**config.mk**
```make
export PLATFORM = sky130hd
export DESIGN_NAME = rbranch_unit
export DESIGN_NICKNAME = d
export VERILOG_FILES = /design/src/rtl/rbranch_pkg.sv /design/src/rtl/rbranch_decode.sv /design/src/rtl/rbranch_cond.sv /design/src/rtl/rbranch_seq.sv /design/src/rtl/rbranch_unit.sv
export SDC_FILE = /design/constraint.sdc
export NUM_CORES = 1
export LEC_CHECK = 0
export BUFFER_PORTS_ARGS = -buffer_cell sky130_fd_sc_hd__buf_4
export CAP_MARGIN = 5
export CORE_MARGIN = 3
export CORE_UTILIZATION = 59
export CTS_CLUSTER_SIZE = 14
export DETAILED_ROUTE_END_ITERATION = 8
export PLACE_DENSITY = 0.87
export SYNTH_ARGS = -nofsm -noshare
export SYNTH_HDL_FRONTEND = slang
export SYNTH_SLANG_ARGS = --single-unit
export TNS_END_PERCENT = 100
```
**constraint.sdc**
```tcl
create_clock -name clk -period 5.79 [get_ports clk]
set_clock_uncertainty 0.05 [all_clocks]
set_input_delay 0.2895 -clock clk [delete_from_list [all_inputs] [get_ports clk]]
set_output_delay 0.2895 -clock clk [all_outputs]
set_load 0.01 [all_outputs]
```
**src/rtl/rbranch_pkg.sv**
```systemverilog
package rbranch_pkg;

  typedef enum logic [2:0] {
    SEQ_IDLE,
    SEQ_EVAL,
    SEQ_BR_END,
    SEQ_PUSH_LO,
    SEQ_PUSH_HI,
    SEQ_CALL_END,
    SEQ_FAULT
  } seq_state_e;

  typedef enum logic [1:0] {
    CLS_BRANCH,
    CLS_CALL,
    CLS_BAD
  } op_class_e;

  typedef enum logic [3:0] {
    TST_ALWAYS,
    TST_NEVER,
    TST_ABOVE,
    TST_NOT_ABOVE,
    TST_CARRY_CLR,
    TST_CARRY_SET,
    TST_NONZERO,
    TST_HALF_SET,
    TST_POSITIVE,
    TST_NEGATIVE,
    TST_MASK_CLR,
    TST_MASK_SET,
    TST_PIN_LOW,
    TST_PIN_HIGH,
    TST_SLESS,
    TST_SLESS_EQ
  } test_sel_e;

  // bit 5 down to bit 0
  typedef struct packed {
    logic v;
    logic h;
    logic i;
    logic n;
    logic z;
    logic c;
  } flags_t;

endpackage

```
**src/rtl/rbranch_decode.sv**
```systemverilog
module rbranch_decode
  import rbranch_pkg::*;
#(
  parameter int unsigned OP_W = 8
) (
  input  logic [OP_W-1:0] opcode,
  output op_class_e       cls,
  output test_sel_e       tst
);

  always_comb begin
    cls = CLS_BRANCH;
    tst = TST_NEVER;
    case (opcode)
      OP_W'(8'h20): tst = TST_ALWAYS;
      OP_W'(8'h21): tst = TST_NEVER;
      OP_W'(8'h22): tst = TST_ABOVE;
      OP_W'(8'h23): tst = TST_NOT_ABOVE;
      OP_W'(8'h24): tst = TST_CARRY_CLR;
      OP_W'(8'h25): tst = TST_CARRY_SET;
      OP_W'(8'h26): tst = TST_NONZERO;
      OP_W'(8'h29): tst = TST_HALF_SET;
      OP_W'(8'h2A): tst = TST_POSITIVE;
      OP_W'(8'h2B): tst = TST_NEGATIVE;
      OP_W'(8'h2C): tst = TST_MASK_CLR;
      OP_W'(8'h2D): tst = TST_MASK_SET;
      OP_W'(8'h2E): tst = TST_PIN_LOW;
      OP_W'(8'h2F): tst = TST_PIN_HIGH;
      OP_W'(8'h91): tst = TST_SLESS;
      OP_W'(8'h93): tst = TST_SLESS_EQ;
      OP_W'(8'hAD): begin
        cls = CLS_CALL;
        tst = TST_ALWAYS;
      end
      default: begin
        cls = CLS_BAD;
        tst = TST_NEVER;
      end
    endcase
  end

endmodule

```
**src/rtl/rbranch_cond.sv**
```systemverilog
module rbranch_cond
  import rbranch_pkg::*;
(
  input  test_sel_e tst,
  input  flags_t    fl,
  input  logic      pin,
  output logic      take
);

  logic ord_low;
  logic sgn_lt;

  assign ord_low = fl.c | fl.z;
  assign sgn_lt  = fl.n ^ fl.v;

  always_comb begin
    unique case (tst)
      TST_ALWAYS:    take = 1'b1;
      TST_NEVER:     take = 1'b0;
      TST_ABOVE:     take = ~ord_low;
      TST_NOT_ABOVE: take = ord_low;
      TST_CARRY_CLR: take = ~fl.c;
      TST_CARRY_SET: take = fl.c;
      TST_NONZERO:   take = ~fl.z;
      TST_HALF_SET:  take = fl.h;
      TST_POSITIVE:  take = ~fl.n;
      TST_NEGATIVE:  take = fl.n;
      TST_MASK_CLR:  take = ~fl.i;
      TST_MASK_SET:  take = fl.i;
      TST_PIN_LOW:   take = ~pin;
      TST_PIN_HIGH:  take = pin;
      TST_SLESS:     take = sgn_lt;
      TST_SLESS_EQ:  take = fl.z | sgn_lt;
      default:       take = 1'b0;
    endcase
  end

endmodule

```
**src/rtl/rbranch_seq.sv**
```systemverilog
module rbranch_seq
  import rbranch_pkg::*;
(
  input  logic       clk,
  input  logic       rst_n,
  input  logic       start,
  input  op_class_e  cls,
  output logic       busy,
  output logic       ev_capture,
  output logic       ev_eval,
  output logic       ev_push_lo,
  output logic       ev_push_hi,
  output logic       ev_br_end,
  output logic       ev_call_end,
  output logic       ev_fault
);

  seq_state_e state_q, state_d;
  logic       call_q;

  assign ev_capture  = start && (state_q == SEQ_IDLE);
  assign ev_eval     = (state_q == SEQ_EVAL);
  assign ev_push_lo  = (state_q == SEQ_PUSH_LO);
  assign ev_push_hi  = (state_q == SEQ_PUSH_HI);
  assign ev_br_end   = (state_q == SEQ_BR_END);
  assign ev_call_end = (state_q == SEQ_CALL_END);
  assign ev_fault    = (state_q == SEQ_FAULT);
  assign busy        = (state_q != SEQ_IDLE);

  always_comb begin
    state_d = state_q;
    unique case (state_q)
      SEQ_IDLE: begin
        if (ev_capture) state_d = (cls == CLS_BAD) ? SEQ_FAULT : SEQ_EVAL;
      end
      SEQ_EVAL:     state_d = call_q ? SEQ_PUSH_LO : SEQ_BR_END;
      SEQ_PUSH_LO:  state_d = SEQ_PUSH_HI;
      SEQ_PUSH_HI:  state_d = SEQ_CALL_END;
      SEQ_BR_END,
      SEQ_CALL_END,
      SEQ_FAULT:    state_d = SEQ_IDLE;
      default:      state_d = SEQ_IDLE;
    endcase
  end

  always_ff @(posedge clk) begin
    if (!rst_n) begin
      state_q <= SEQ_IDLE;
      call_q  <= 1'b0;
    end else begin
      state_q <= state_d;
      if (ev_capture) call_q <= (cls == CLS_CALL);
    end
  end

endmodule

```
**src/rtl/rbranch_unit.sv**
```systemverilog
module rbranch_unit
  import rbranch_pkg::*;
#(
  parameter int unsigned ADDR_W   = 16,
  parameter int unsigned DISP_W   = 8,
  parameter int unsigned BYTE_W   = 8,
  parameter int unsigned OP_W     = 8,
  parameter int unsigned INSN_LEN = 2
) (
  input  logic              clk,
  input  logic              rst_n,
  input  logic              start,
  input  logic [OP_W-1:0]   opcode,
  input  logic [DISP_W-1:0] disp,
  input  logic [5:0]        ccr,
  input  logic              irq_pin,
  input  logic [ADDR_W-1:0] pc_in,
  input  logic [ADDR_W-1:0] sp_in,
  output logic              busy,
  output logic              done,
  output logic              taken,
  output logic              err,
  output logic              pc_wr,
  output logic [ADDR_W-1:0] pc_out,
  output logic              sp_wr,
  output logic [ADDR_W-1:0] sp_out,
  output logic              st_we,
  output logic [ADDR_W-1:0] st_addr,
  output logic [BYTE_W-1:0] st_data
);

  localparam int unsigned EXT_W = ADDR_W - DISP_W;
  localparam logic [ADDR_W-1:0] STEP = ADDR_W'(INSN_LEN);
  localparam logic [ADDR_W-1:0] ONE  = ADDR_W'(1);

  // sign-extend the displacement to a full address
  function automatic logic [ADDR_W-1:0] widen_disp(input logic [DISP_W-1:0] d);
    return {{EXT_W{d[DISP_W-1]}}, d};
  endfunction

  // destination relative to the following instruction
  function automatic logic [ADDR_W-1:0] branch_dest(input logic [ADDR_W-1:0] base,
                                                     input logic [DISP_W-1:0] d);
    return base + widen_disp(d);
  endfunction

  op_class_e  cls_w;
  test_sel_e  tst_w;
  logic       take_w;
  logic       ev_capture, ev_eval, ev_push_lo, ev_push_hi;
  logic       ev_br_end, ev_call_end, ev_fault;

  test_sel_e         tst_q;
  flags_t            fl_q;
  logic              pin_q;
  logic [DISP_W-1:0] disp_q;
  logic [ADDR_W-1:0] pc_q;
  logic [ADDR_W-1:0] sp_q;
  logic [ADDR_W-1:0] link_q;
  logic              taken_q;

  rbranch_decode #(.OP_W(OP_W)) u_decode (
    .opcode (opcode),
    .cls    (cls_w),
    .tst    (tst_w)
  );

  rbranch_cond u_cond (
    .tst  (tst_q),
    .fl   (fl_q),
    .pin  (pin_q),
    .take (take_w)
  );

  rbranch_seq u_seq (
    .clk         (clk),
    .rst_n       (rst_n),
    .start       (start),
    .cls         (cls_w),
    .busy        (busy),
    .ev_capture  (ev_capture),
    .ev_eval     (ev_eval),
    .ev_push_lo  (ev_push_lo),
    .ev_push_hi  (ev_push_hi),
    .ev_br_end   (ev_br_end),
    .ev_call_end (ev_call_end),
    .ev_fault    (ev_fault)
  );

  always_ff @(posedge clk) begin
    if (!rst_n) begin
      tst_q   <= TST_NEVER;
      fl_q    <= '0;
      pin_q   <= 1'b0;
      disp_q  <= '0;
      pc_q    <= '0;
      sp_q    <= '0;
      link_q  <= '0;
      taken_q <= 1'b0;
    end else begin
      if (ev_capture) begin
        tst_q  <= tst_w;
        fl_q   <= flags_t'(ccr);
        pin_q  <= irq_pin;
        disp_q <= disp;
        pc_q   <= pc_in;
        sp_q   <= sp_in;
      end
      if (ev_eval) begin
        link_q  <= pc_q + STEP;
        taken_q <= take_w;
      end
      if (ev_push_lo || ev_push_hi) sp_q <= sp_q - ONE;
    end
  end

  assign st_we   = ev_push_lo | ev_push_hi;
  assign st_addr = sp_q;
  assign st_data = ev_push_hi ? link_q[ADDR_W-1 -: BYTE_W] : link_q[BYTE_W-1:0];

  assign done   = ev_br_end | ev_call_end | ev_fault;
  assign err    = ev_fault;
  assign taken  = (ev_br_end | ev_call_end) & taken_q;
  assign pc_wr  = ev_br_end | ev_call_end;
  assign sp_wr  = ev_call_end;
  assign sp_out = sp_q;
  assign pc_out = ev_fault ? pc_q : (taken_q ? branch_dest(link_q, disp_q) : link_q);

endmodule

```
==> run metrics <==
run status=finished, final reports clean; DIE AREA=about 0.0096 mm2; Post-Syn Area=about 0.0050 mm2; Die Y=97.8 um; largest net degree at the start of global routing=~70; Port-buffer cells=120; vias per inst=between 5 and 6; critical path arrival=~2.8 ns; FF+latch count, synth=72; Initial DRT Pass Iterations=6; DP Cell Count=800; # setup viols final=0; Hold Fails Final Rpt=0; Unique masters post-synth=between 70 and 80; FMAX=between 0.3 and 0.4 GHz; post-synth top area cell=dfxtp_1; Core Footprint=around 0.008 mm2; HP Class=in2reg; register area=between 0.001 and 0.0015 mm2; Post-synth top flop=dfxtp_1; Cell Count, Final, Fillers Out=around 820; actual slew at the worst max-slew pin=0.942 ns; number of global-route vias before repair=between 4000 and 5000; top cells by area, synth=dfxtp_1 29%, nand2_1 9.4%, a21boi_0 5.6%; Place WS=3.07 ns; sequential fraction of the synthesis area=approximately 29%; All-Layer GR Usage=between 20% and 30%; post-CTS sizing=0; Layout area overhead=18.8%; Synthesis Warnings=0; post-route ant nets=0; fin. max-slew vios=0; Crit Path Class=reg2out; via count=approximately 4900; detailed-route wire length=13500 um; antenna violations before repair=0; syn_area_per_cell=around 8 um2; Fill cells=around 620; Num CTS Buffers=9; Root Driver=clkbuf_8; TritonCTS clock tree=done; Critical Path RT=about 5.5 ns; # IOs=between 100 and 150; Mapped Nets=~710; Min Clock Period, post-route=between 3 and 4 ns; grt ovf=0; diodes inserted=0; Routability Congestion=approximately 0.94; setup bufs post-CTS=0; Post-DP HPWL=approximately 10000 um; Hold-fix buffers, CTS=0; Pwr Density=325 mW/mm2; max-cap violations=0; Placed Instance Area=approximately 0.0057 mm2; Clock transition at path regs=0.09 ns; Post-synth EDFFs=0; Initial Utilization=between 60% and 70%; multi-input gate area in the final layout=approximately 0.0031 mm2; fraction of registers with async set/reset=0%; DRT iter0 DRCs=340; setup TNS=0 ns; Power Total=roughly 1.9 mW; RSZ-0062 raised after global routing=false; IR Drop Worst-Case VDD=around 250 uV; static leakage=around 2.7 nW; DRC violations left=0; Yosys top cell area share=between 20% and 30%; Final nets=785; Max FO, Critical Path=4; most common cell in the netlist=nand2_1; crit end category=output port; clock sink count=72; Rows=32; global-route wire length before repair=about 23000 um; Die X=97.8 um; CP startpoint kind=flop; Synth top cells by count=124 x nand2_1, 72 x dfxtp_1, 38 x o21ai_0; Max-Slew Margin vs Limit=a little under two fifths; Post-Syn Instances=about 630; Final WS setup=2.65 ns; share of layout cells above drive strength 1=between 20% and 30%; Worst-Skew Late Latency=between 0.3 and 0.4 ns; Final Cycle Share=roughly 54%; Max clock buf depth=2; CTS HTree Levels=3; final instance area=around 0.0059 mm2; DR WL/cell=between 15 and 20 um
worst max-delay path: stages (launching register included):
cell	delay, ns
dfxtp_1	0.34
ha_1	0.23
fa_1	0.42
a21oi_1	0.25
o211ai_1	0.21
a31oi_1	0.29
o21ai_1	0.11
xnor2_1	0.14
a311oi_1	0.29
buf_4	0.17
state kept, by name (all words and copies together), names as in the netlist, 3 cells and up:
register and flops:
u_seq.state_q 3, link_q 16, sp_out 16, tst_q 4
pc_q 16, disp_q 8, fl_q 6
through the flow:
stage | utilization [%] | hold WS (ns)
final | 74.2 | 0.128
after global routing | 74.2 | 0.126
after CTS | 74.2 | 0.116
after detailed placement | 71.2 | 0.417
after global placement | 71.2 | 0.408
after floorplan | - | 0.384
placed cells by master (no fill, tap or decap), types with 5 or more instances in the layout:
master and instances:
nand4_1 6, clkbuf_8 10, mux2i_1 10, o21a_1 7, nor3_1 10, mux2_2 8
nand2b_1 5, nor2b_1 9, o21ai_0 38, ha_1 17, inv_1 11, nand3_1 17
a31oi_1 5, nand2_1 124, and3_1 5, xnor2_1 12, o211a_1 15, dfxtp_1 72
o211ai_1 7, buf_4 122, xor2_1 15, a21o_1 8, a21oi_1 34, a221oi_1 5
a21boi_0 37, nor2_1 32
layer usage:
layer / routed length, um / up-vias / part of all wire (%) / track usage (%)
li1: - / 2389 / - / -
met1: 5790 / 2244 / 43 / 37.4
met2: 6380 / 213 / 47 / 46.0
met3: 995 / 32 / 7.4 / 5.14
met4: 338 / 0 / 2.5 / 9.37
met5: 0 / - / 0 / 0
area by class of cell:
type	count	share of cell area (%)
Sequential cell	72	24.4
Inverter	12	0.762
Clock buffer	10	2.33
Clock inverter	6	1.65
Multi-Input combinational cell	492	53.2
Timing Repair Buffer	122	15.5
Tap cell	102	2.16
path summary, 6_finish.rpt:
kind	to	cells past startpoint	slack, ns	start
worst max-delay path	pc_out[14]	9	2.65	link_q[0]
worst min-delay path	sp_out[8]	2	0.13	sp_in[8]
worst max register to register	sp_out[9]	6	3.08	u_seq.state_q[2]
worst min register to register	fl_q[4]	2	0.42	fl_q[4]
kinds of logic after synthesis:
family	after synthesis	share of synthesized area (%)
XOR/XNOR	27	4.75
AO/OA/AOI/OAI	187	26.0
buffers and inverters	68	7.90
AND/OR/NAND/NOR	242	23.9
multiplexers	18	3.82
flip-flops	72	29.0
adder cells (fa/ha/maj)	18	4.68
report_power, final:
group          total, mW  internal, mW  switching (mW)
clock              0.473         0.261           0.211
sequential         0.698         0.572           0.126
combinational      0.752         0.342           0.409
No activity file was read; power rests on OpenSTA's default activity.
